--- config.mk ---
export PLATFORM = sky130hd
export DESIGN_NAME = lcdr_ctrl_reg
export DESIGN_NICKNAME = d
export VERILOG_FILES = /design/src/rtl/lcdr_pkg.sv /design/src/rtl/lcdr_regfile.sv /design/src/rtl/lcdr_frame_fsm.sv /design/src/rtl/lcdr_flag.sv /design/src/rtl/lcdr_ctrl_reg.sv
export SDC_FILE = /design/constraint.sdc
export NUM_CORES = 1
export LEC_CHECK = 0
export BUFFER_PORTS_ARGS = -buffer_cell sky130_fd_sc_hd__buf_2
export CAP_MARGIN = 20
export CORE_MARGIN = 2
export CORE_UTILIZATION = 46
export DETAILED_ROUTE_END_ITERATION = 12
export GPL_ROUTABILITY_DRIVEN = 0
export GPL_TIMING_DRIVEN = 0
export MAX_ROUTING_LAYER = met4
export PLACE_DENSITY = 0.77
export SKIP_LAST_GASP = 1
export SLEW_MARGIN = 20
export SYNTH_ARGS = -nofsm -noshare
export SYNTH_HDL_FRONTEND = slang
export SYNTH_HIERARCHICAL = 1
export SYNTH_SLANG_ARGS = --single-unit
--- constraint.sdc ---
create_clock -name clk -period 2.05 [get_ports clk]
set_input_delay 0.3075 -clock clk [delete_from_list [all_inputs] [get_ports clk]]
set_output_delay 0.3075 -clock clk [all_outputs]
set_load 0.005 [all_outputs]
--- src/rtl/lcdr_pkg.sv ---
package lcdr_pkg;
    localparam int REG_W   = 8;
    localparam int BIT_EN  = 7;
    localparam int BIT_WF  = 6;
    localparam int BIT_RSV = 5;
    localparam int BIT_IF  = 4;
    localparam int BIT_IE  = 3;
    localparam int BIT_BD  = 2;
    localparam int BIT_CCD = 1;
    localparam int BIT_BL  = 0;

    typedef enum logic [1:0] {
        ST_OFF     = 2'd0,
        ST_STD     = 2'd1,
        ST_LP_SET  = 2'd2,
        ST_LP_SKIP = 2'd3
    } frame_st_t;

    typedef struct packed {
        logic en;
        logic wf;
        logic ie;
        logic bd;
        logic ccd;
        logic bl;
    } ctl_t;
endpackage

--- src/rtl/lcdr_regfile.sv ---
module lcdr_regfile
    import lcdr_pkg::*;
(
    input  logic             clk,
    input  logic             rst_n,
    input  logic             wr_en,
    input  logic [REG_W-1:0] wr_data,
    output ctl_t             ctl_q,
    output logic             seq_err
);
    ctl_t ctl_d;
    logic err_d;

    always_comb begin
        ctl_d = ctl_q;
        err_d = 1'b0;
        if (wr_en) begin
            ctl_d.en  = wr_data[BIT_EN];
            ctl_d.wf  = wr_data[BIT_WF];
            ctl_d.ie  = wr_data[BIT_IE];
            ctl_d.bd  = wr_data[BIT_BD];
            ctl_d.ccd = wr_data[BIT_CCD];
            ctl_d.bl  = wr_data[BIT_BL];
            // supply must be external before or with the enable
            err_d = wr_data[BIT_EN] & ~wr_data[BIT_CCD] & ~ctl_q.ccd;
        end
    end

    always_ff @(posedge clk or negedge rst_n) begin
        if (!rst_n) begin
            ctl_q   <= '0;
            seq_err <= 1'b0;
        end else begin
            ctl_q   <= ctl_d;
            seq_err <= err_d;
        end
    end
endmodule

--- src/rtl/lcdr_frame_fsm.sv ---
module lcdr_frame_fsm
    import lcdr_pkg::*;
(
    input  logic clk,
    input  logic rst_n,
    input  logic wr_en,
    input  logic wr_en_bit,
    input  logic wr_wf_bit,
    input  logic wf_pend,
    input  logic frame_start,
    output logic set_req,
    output logic lp_act,
    output logic data_update
);
    frame_st_t st_q, st_d;
    logic      fire;

    // state register
    always_ff @(posedge clk or negedge rst_n) begin
        if (!rst_n) begin
            st_q        <= ST_OFF;
            data_update <= 1'b0;
        end else begin
            st_q        <= st_d;
            data_update <= fire;
        end
    end

    // next state and per-cycle outputs
    always_comb begin
        st_d    = st_q;
        fire    = 1'b0;
        set_req = 1'b0;
        unique case (st_q)
            ST_OFF: begin
                if (wr_en && wr_en_bit)
                    st_d = wr_wf_bit ? ST_LP_SET : ST_STD;
            end
            ST_STD, ST_LP_SET, ST_LP_SKIP: begin
                if (wr_en && !wr_en_bit) begin
                    st_d = ST_OFF;
                end else if (frame_start) begin
                    fire = 1'b1;
                    if (!wf_pend) begin
                        st_d    = ST_STD;
                        set_req = 1'b1;
                    end else if (st_q == ST_LP_SKIP) begin
                        st_d    = ST_LP_SET;
                    end else begin
                        st_d    = ST_LP_SKIP;
                        set_req = 1'b1;
                    end
                end
            end
            default: st_d = ST_OFF;
        endcase
    end

    assign lp_act = (st_q == ST_LP_SET) || (st_q == ST_LP_SKIP);
endmodule

--- src/rtl/lcdr_flag.sv ---
module lcdr_flag (
    input  logic clk,
    input  logic rst_n,
    input  logic set_req,
    input  logic wr_clr,
    input  logic irq_ack,
    input  logic ie,
    input  logic gie,
    output logic flag,
    output logic irq
);
    always_ff @(posedge clk or negedge rst_n) begin
        if (!rst_n)
            flag <= 1'b0;
        else if (set_req)
            flag <= 1'b1;
        else if (wr_clr || irq_ack)
            flag <= 1'b0;
    end

    assign irq = flag & ie & gie;
endmodule

--- src/rtl/lcdr_ctrl_reg.sv ---
module lcdr_ctrl_reg
    import lcdr_pkg::*;
(
    input  logic             clk,
    input  logic             rst_n,
    input  logic             wr_en,
    input  logic [REG_W-1:0] wr_data,
    output logic [REG_W-1:0] rd_data,
    input  logic             frame_start,
    input  logic             irq_ack,
    input  logic             gie,
    output logic             irq,
    output logic             data_update,
    output logic             ctl_enable,
    output logic             ctl_lowpwr,
    output logic             ctl_buf_off,
    output logic             ctl_ext_supply,
    output logic             ctl_blank,
    output logic             seq_err
);
    ctl_t ctl_q;
    logic set_req;
    logic lp_act;
    logic flag;

    lcdr_regfile i_regs (
        .clk     (clk),
        .rst_n   (rst_n),
        .wr_en   (wr_en),
        .wr_data (wr_data),
        .ctl_q   (ctl_q),
        .seq_err (seq_err)
    );

    lcdr_frame_fsm i_fsm (
        .clk         (clk),
        .rst_n       (rst_n),
        .wr_en       (wr_en),
        .wr_en_bit   (wr_data[BIT_EN]),
        .wr_wf_bit   (wr_data[BIT_WF]),
        .wf_pend     (ctl_q.wf),
        .frame_start (frame_start),
        .set_req     (set_req),
        .lp_act      (lp_act),
        .data_update (data_update)
    );

    lcdr_flag i_flag (
        .clk     (clk),
        .rst_n   (rst_n),
        .set_req (set_req),
        .wr_clr  (wr_en & wr_data[BIT_IF]),
        .irq_ack (irq_ack),
        .ie      (ctl_q.ie),
        .gie     (gie),
        .flag    (flag),
        .irq     (irq)
    );

    always_comb begin
        rd_data          = '0;
        rd_data[BIT_EN]  = ctl_q.en;
        rd_data[BIT_WF]  = ctl_q.wf;
        rd_data[BIT_RSV] = 1'b0;
        rd_data[BIT_IF]  = flag;
        rd_data[BIT_IE]  = ctl_q.ie;
        rd_data[BIT_BD]  = ctl_q.bd;
        rd_data[BIT_CCD] = ctl_q.ccd;
        rd_data[BIT_BL]  = ctl_q.bl;
    end

    assign ctl_enable     = ctl_q.en;
    assign ctl_lowpwr     = lp_act;
    assign ctl_buf_off    = ctl_q.bd;
    assign ctl_ext_supply = ctl_q.ccd;
    assign ctl_blank      = ctl_q.bl;
endmodule

==> results.yml, run 1 <==
routing:
  ant_nets: 0
  wirelength_um: 1050
  firstDrtPassIters: 3
  vias_per_cell: 4.71
  drc_errors: 0
  wire_per_inst_um: 10.9
  vias: 452
  first_iter_violations: 3
logic_synthesis:
  synthTopCellsByArea: "dfrtp_1 (46%), mux2_4 (15%), buf_4 (7.5%)"
  yosysSeqAreaShare_pct: 45.9
  yosysWarnings: 6
  synth_ff_type: "dfrtp_1"
  synth_compound_area_share_pct: 9.60
  synth_top_area_share_pct: 45.9
  synth_edf_count: 0
  syn_area_per_cell_um2: 12.2
  synthDistinctLibCells: 23
  yosys-top-cells-count: "dfrtp_1 (11), buf_4 (6), mux2_4 (6)"
  synth_top_area_cell: "dfrtp_1"
  synthAdderAreaFrac_pct: 0
  synth_async_sr_flop_share_pct: 100
  synthXorXnorAreaFrac_pct: 2.92
  synthMuxAreaShare_pct: 15.0
  syn_nets: 63
  synth_seq_cells: 11
  syn_area_um2: 599
  synth.most_common_cell: "dfrtp_1"
  postSynthCellCount: 49
  synth_top_family_by_area: "multiplexers"
  yosys.area_share.simple_pct: 13.2
floorplan:
  die_w_um: 40.1
  chipHeight_um: 40.1
  die-area_mm2: 0.00161
  coreArea_mm2: 0.00125
  ios: 30
  initial_core_util_pct: 47.9
  num_rows: 13
sta:
  whs_ns: 0.277
  fin_crit_ns: 1.33
  clock_skew_ns: 0.00144
  hold_viol_final: 0
  setup_viol: 0
  maxSlewViolCount: 0
  final.period_utilization_pct: 65.0
  fmax_mhz: 751
  rsz0062_at_grt: "false"
  finalSetupTns_ns: 0
final_layout:
  multi_input_area_um2: 248
  instances_no_fill: 96
  n_fill_cell: 101
  nNetsFinal: 96
  drive_gt1_share_pct: 56.8
  final_cell_area_um2: 790
  ff_latch_area_um2: 275
  antenna_cells: 0
  area_growth_pct: 31.7
power_and_ir_drop:
  ir_drop_mv: 0.543
  p_leak_nw: 0.423
  powerDensity_mw_per_mm2: 897
  power_uw: 708
worst_setup_path:
  critPathMaxFanout: 9
  worstSetupPathType: "register to register"
  critPathLaunchType: "register"
  critical-path-top-delay-family: "simple AND/OR/NAND/NOR gates"
  worst-path-buf-inv: 1
  worst_path_largest_cell_delay_ns: 0.37
  reg2reg_depth: 5
  endpoint_kind: "register"
  required_ns: 2.20
  crit_cells: 5
  path_cells: "buf_6, or2_1, and3_1, and2_1, a21o_1"
  cpMaxStageDelayCell: "dfrtp_1"
  cp_data_arrival_time_ns: 1.48
clock_tree:
  htreeDepth: 1
  insertion_delay_ns: 0.26
  cts.sinks: 11
  cts_inserted_buffers: 3
  cts-root-buf: "clkbuf_4"
  clkTransAtPathRegs_ns: 0.07
  cts_tree: "built"
  cts_max_path_buffers: 2
  ctsResizeCount: 0
global_route:
  grt_pass1_wl_um: 1480
  grt_pass1_vias: 354
  antenna_found_initial: 0
  grt_usage_pct: 15.2
  grt_overflow: 0
  grt_max_degree: 12
place:
  placed_area_um2: 753
  numPortBuffers: 27
  dp.cells: 91
min_path:
  hold_class: "primary input to register"
  hold_depth: 2
run_status:
  run_status: "finished, final reports clean"
run:
  drv_cap: 0
-- through the flow --
step,util [%],setup slack [ns]
2_1_floorplan,-,0.785
6_report,63.0,0.718
3_5_place_dp,60.1,0.726
5_1_grt,63.0,0.657
4_1_cts,63.0,0.715
3_3_place_gp,60.1,0.748
-- worst register-to-register path, stage by stage, from the launching register on --
cell	delay, ns
dfrtp_1	0.37
buf_6	0.13
or2_1	0.26
and3_1	0.19
and2_1	0.13
a21o_1	0.14
-- cell type report --
type | count | share of cell area, %
sequential | 11 | 34.9
multi-input combinational | 28 | 31.4
timing repair buffer | 28 | 18.4
buffer | 10 | 9.67
clock buffer | 4 | 3.33
tap | 15 | 2.38
-- sequential cells by signal, indices dropped and copies added, names as in the netlist --
| register | cells |
|---|---|
| i_fsm/data_update | 1 |
| i_regs/ctl_q | 6 |
| i_fsm/st_q | 2 |
| i_flag/flag | 1 |
| i_regs/seq_err | 1 |
-- layer usage --
layer  global-route usage, %  share of wire (%)  up-vias
li1                        -                  -      226
met2                    23.0                 51       13
met3                    3.33                5.0        2
met5                       -                  0        -
met4                    11.2                2.5        0
met1                    17.5                 41      211
-- power by group --
| part | switching [mW] | internal (mW) | total [mW] |
|---|---|---|---|
| registers | 0.0211 | 0.260 | 0.282 |
| clock network | 0.0652 | 0.0750 | 0.140 |
| logic | 0.121 | 0.165 | 0.287 |
| total | 0.208 | 0.501 | 0.708 |
-- cells in the final DEF, fill, tap and decap left out, drive strengths merged --
cell type / netlist / layout
buf: 9 / 36
dfrtp: 11 / 11
mux2: 6 / 6
clkbuf: 1 / 5
and2: 2 / 2
and3: 2 / 2
nand2b: 2 / 2
a31oi: 2 / 2
xor2: 2 / 2
conb: 1 / 1
dlygate4sd3: 0 / 1
nor2: 1 / 1
a21o: 1 / 1
or2: 1 / 1
nand3: 1 / 1
nor2b: 1 / 1
nor3b: 1 / 1
a221oi: 1 / 1
o2bb2ai: 1 / 1
a221o: 1 / 1
a32o: 1 / 1
and4bb: 1 / 1
-- timing repair --
item | in CTS | in global routing
endpoints found under the hold margin | 11 | 0
setup buffers | 0 | 0
setup endpoints to repair | 0 | 0
hold buffers | 1 | 0
-- path summary, 6_finish.rpt --
| check | from | to | slack (ns) |
|---|---|---|---|
| setup / recovery | i_fsm/st_q[1]$_DFFE_PN0P_ | i_flag/flag$_DFFE_PN0P_ | 0.72 |
| hold / removal | wr_data[0] | i_regs/ctl_q[0]$_DFFE_PN0P_ | 0.28 |
| setup reg to reg | i_fsm/st_q[1]$_DFFE_PN0P_ | i_flag/flag$_DFFE_PN0P_ | 0.72 |
| hold reg to reg | i_flag/flag$_DFFE_PN0P_ | i_flag/flag$_DFFE_PN0P_ | 0.50 |
| max in group asynchronous | rst_n | i_regs/ctl_q[3]$_DFFE_PN0P_ | 1.41 |
| min in group asynchronous | rst_n | i_regs/ctl_q[0]$_DFFE_PN0P_ | 0.44 |
-- logic make-up after synthesis --
group,Yosys count
AOI/OAI and AO/OA,7
other,1
muxes,6
buffers and inverters,10
xor gates and xnor gates,2
DFF,11
and+or+nand+nor,12
Power figures use the tool's default switching activity.
==> inputs of run 2 (changes only) <==
--- a/config.mk
+++ b/config.mk
@@ -8,12 +8,12 @@
 export BUFFER_PORTS_ARGS = -buffer_cell sky130_fd_sc_hd__buf_2
 export CAP_MARGIN = 20
 export CORE_MARGIN = 2
-export CORE_UTILIZATION = 46
+export CORE_UTILIZATION = 39
 export DETAILED_ROUTE_END_ITERATION = 12
 export GPL_ROUTABILITY_DRIVEN = 0
 export GPL_TIMING_DRIVEN = 0
 export MAX_ROUTING_LAYER = met4
-export PLACE_DENSITY = 0.77
+export PLACE_DENSITY = 0.7
 export SKIP_LAST_GASP = 1
 export SLEW_MARGIN = 20
 export SYNTH_ARGS = -nofsm -noshare
==> constraint.sdc (replaced) <==
create_clock -name clk -period 1.16 [get_ports clk]
set_input_delay 0.174 -clock clk [delete_from_list [all_inputs] [get_ports clk]]
set_output_delay 0.174 -clock clk [all_outputs]
set_load 0.005 [all_outputs]
==> run 2 against run 1 <==
Effect of this change:
- the flow now finishes with violations (negative setup slack)
- flip-flop and latch count unchanged
- clock power increased by 82%
- clock-buffer cell count decreased by 1
- die area increased by 16%
- critical endpoint is now i_fsm/st_q[0]$_DFFE_PN0P_
- largest power group unchanged
==> results.yml, run 2 (synthesized netlist as in run 1, its figures left out) <==
worst_setup_path:
  required_ns: 1.31
  cp_data_arrival_time_ns: 1.44
  critPathMaxFanout: 8
  endpoint_kind: "register"
  worstSetupPathType: "register to register"
  critPathLaunchType: "register"
run_status:
  run_status: "finished, violations left"
  failed_checks: "negative setup slack"
clock_tree:
  insertion_delay_ns: 0.26
  cts.sinks: 11
  cts-root-buf: "clkbuf_4"
  cts_tree: "built"
  htreeDepth: 1
  clkTransAtPathRegs_ns: 0.07
  cts_inserted_buffers: 3
  cts_max_path_buffers: 2
final_layout:
  final_cell_area_um2: 821
  n_fill_cell: 124
  nNetsFinal: 99
  top_regs: "i_regs/ctl_q: 6 flops, i_fsm/st_q: 2 flops"
  final_core_util_pct: 55.8
  antenna_cells: 0
  mostFrequentLayoutCells: "buf_2 (27), dfrtp_1 (11), buf_4 (9), mux2_4 (6)"
  ff_latch_area_um2: 275
  largest_register_ffs: 6
  drive_gt1_share_pct: 59.5
  final_common_cell: "buf_2"
  instances_no_fill: 100
  multi_input_area_um2: 248
  largest_register: "i_regs/ctl_q"
  area_growth_pct: 37.0
global_route:
  grt_pass1_wl_um: 1720
  antenna_found_initial: 0
  grt_overflow: 0
  grt_usage_pct: 12.8
  grt_max_degree: 12
  grt_pass1_vias: 415
place:
  dpl_worst_slack_ns: -0.123
  placed_area_um2: 761
  dp.cells: 92
  hpwl_um: 820
  numPortBuffers: 27
run:
  drv_cap: 0
routing:
  vias: 483
  wire_per_inst_um: 11.2
  firstDrtPassIters: 3
  drc_errors: 0
  wirelength_um: 1120
  first_iter_violations: 3
  ant_nets: 0
  vias_per_cell: 4.83
sta:
  clock_skew_ns: 0.00359
  setup_ws_ns: -0.136
  rsz0062_at_grt: "true"
  hold_viol_final: 0
  maxSlewViolCount: 0
  fmax_mhz: 772
  setup_viol: 3
  final.period_utilization_pct: 112
  fin_crit_ns: 1.30
power_and_ir_drop:
  ir_drop_mv: 0.664
  p_leak_nw: 0.442
  power_mw: 1.37
  powerDensity_mw_per_mm2: 1680
min_path:
  hold_class: "primary input to register"
floorplan:
  chipHeight_um: 43.2
  initial_core_util_pct: 40.7
  die_w_um: 43.2
  coreArea_mm2: 0.00147
  die-area_mm2: 0.00187
  num_rows: 14
  ios: 30
## run 2: cell types whose count changed in the layout (fill, tap and decap cells not counted)
cell and change:
buf_2 -1, buf_4 +3, buf_6 +1, clkbuf_1 -1, clkinv_2 +1
## run 2: timing repair
action,CTS,global route
pin swaps,1,3
hold buffers,1,0
endpoints found under the setup margin,2,4
resized for setup,0,0
setup buffers,1,2
hold endpoints to repair,11,0
## run 2: critical path: stages (launching register included)
cell	delay, ns
dfrtp_1	0.37
buf_6	0.13
xor2_1	0.14
a221o_1	0.29
a32o_1	0.25
## run 2: metrics by stage
step / TNS (ns) / hold slack, ns
finish: -0.315 / 0.137
global route: -0.501 / 0.125
detailed placement: -0.242 / 0.0546
CTS: -0.302 / 0.130
floorplan: -0.161 / -0.122
global placement: -0.244 / 0.0495
## run 2: path summary, 6_finish.rpt
kind | startpoint | endpoint | slack (ns) | depth (start not counted)
max | i_fsm/st_q[1]$_DFFE_PN0P_ | i_fsm/st_q[0]$_DFFE_PN0P_ | -0.14 | 4
min | wr_data[0] | i_regs/ctl_q[0]$_DFFE_PN0P_ | 0.14 | 2
max reg2reg | i_fsm/st_q[1]$_DFFE_PN0P_ | i_fsm/st_q[0]$_DFFE_PN0P_ | -0.14 | 4
min reg2reg | i_flag/flag$_DFFE_PN0P_ | i_flag/flag$_DFFE_PN0P_ | 0.52 | 1
max in group asynchronous | rst_n | i_fsm/st_q[0]$_DFFE_PN0P_ | 0.66 | 2
min in group asynchronous | rst_n | i_regs/ctl_q[2]$_DFFE_PN0P_ | 0.30 | 2
## run 2: final cells by class
class	count	area share, %
plain buffers	10	10.1
clock buffers	3	2.74
clock inverters	1	0.610
multi-input cells	28	30.2
flip-flops and latches	11	33.5
well taps	16	2.44
repair buffers	31	20.4
## run 2: routing by layer
layer | track usage [%] | part of all wire, %
met4 | 7.27 | 0
met3 | 2.98 | 7.1
met2 | 19.1 | 49
met5 | - | 0
met1 | 15.6 | 44
## run 2: where the power goes
group | switching, mW | total [mW] | internal (mW)
sequential | 0.0441 | 0.505 | 0.460
combinational | 0.244 | 0.615 | 0.371
clock | 0.128 | 0.255 | 0.127
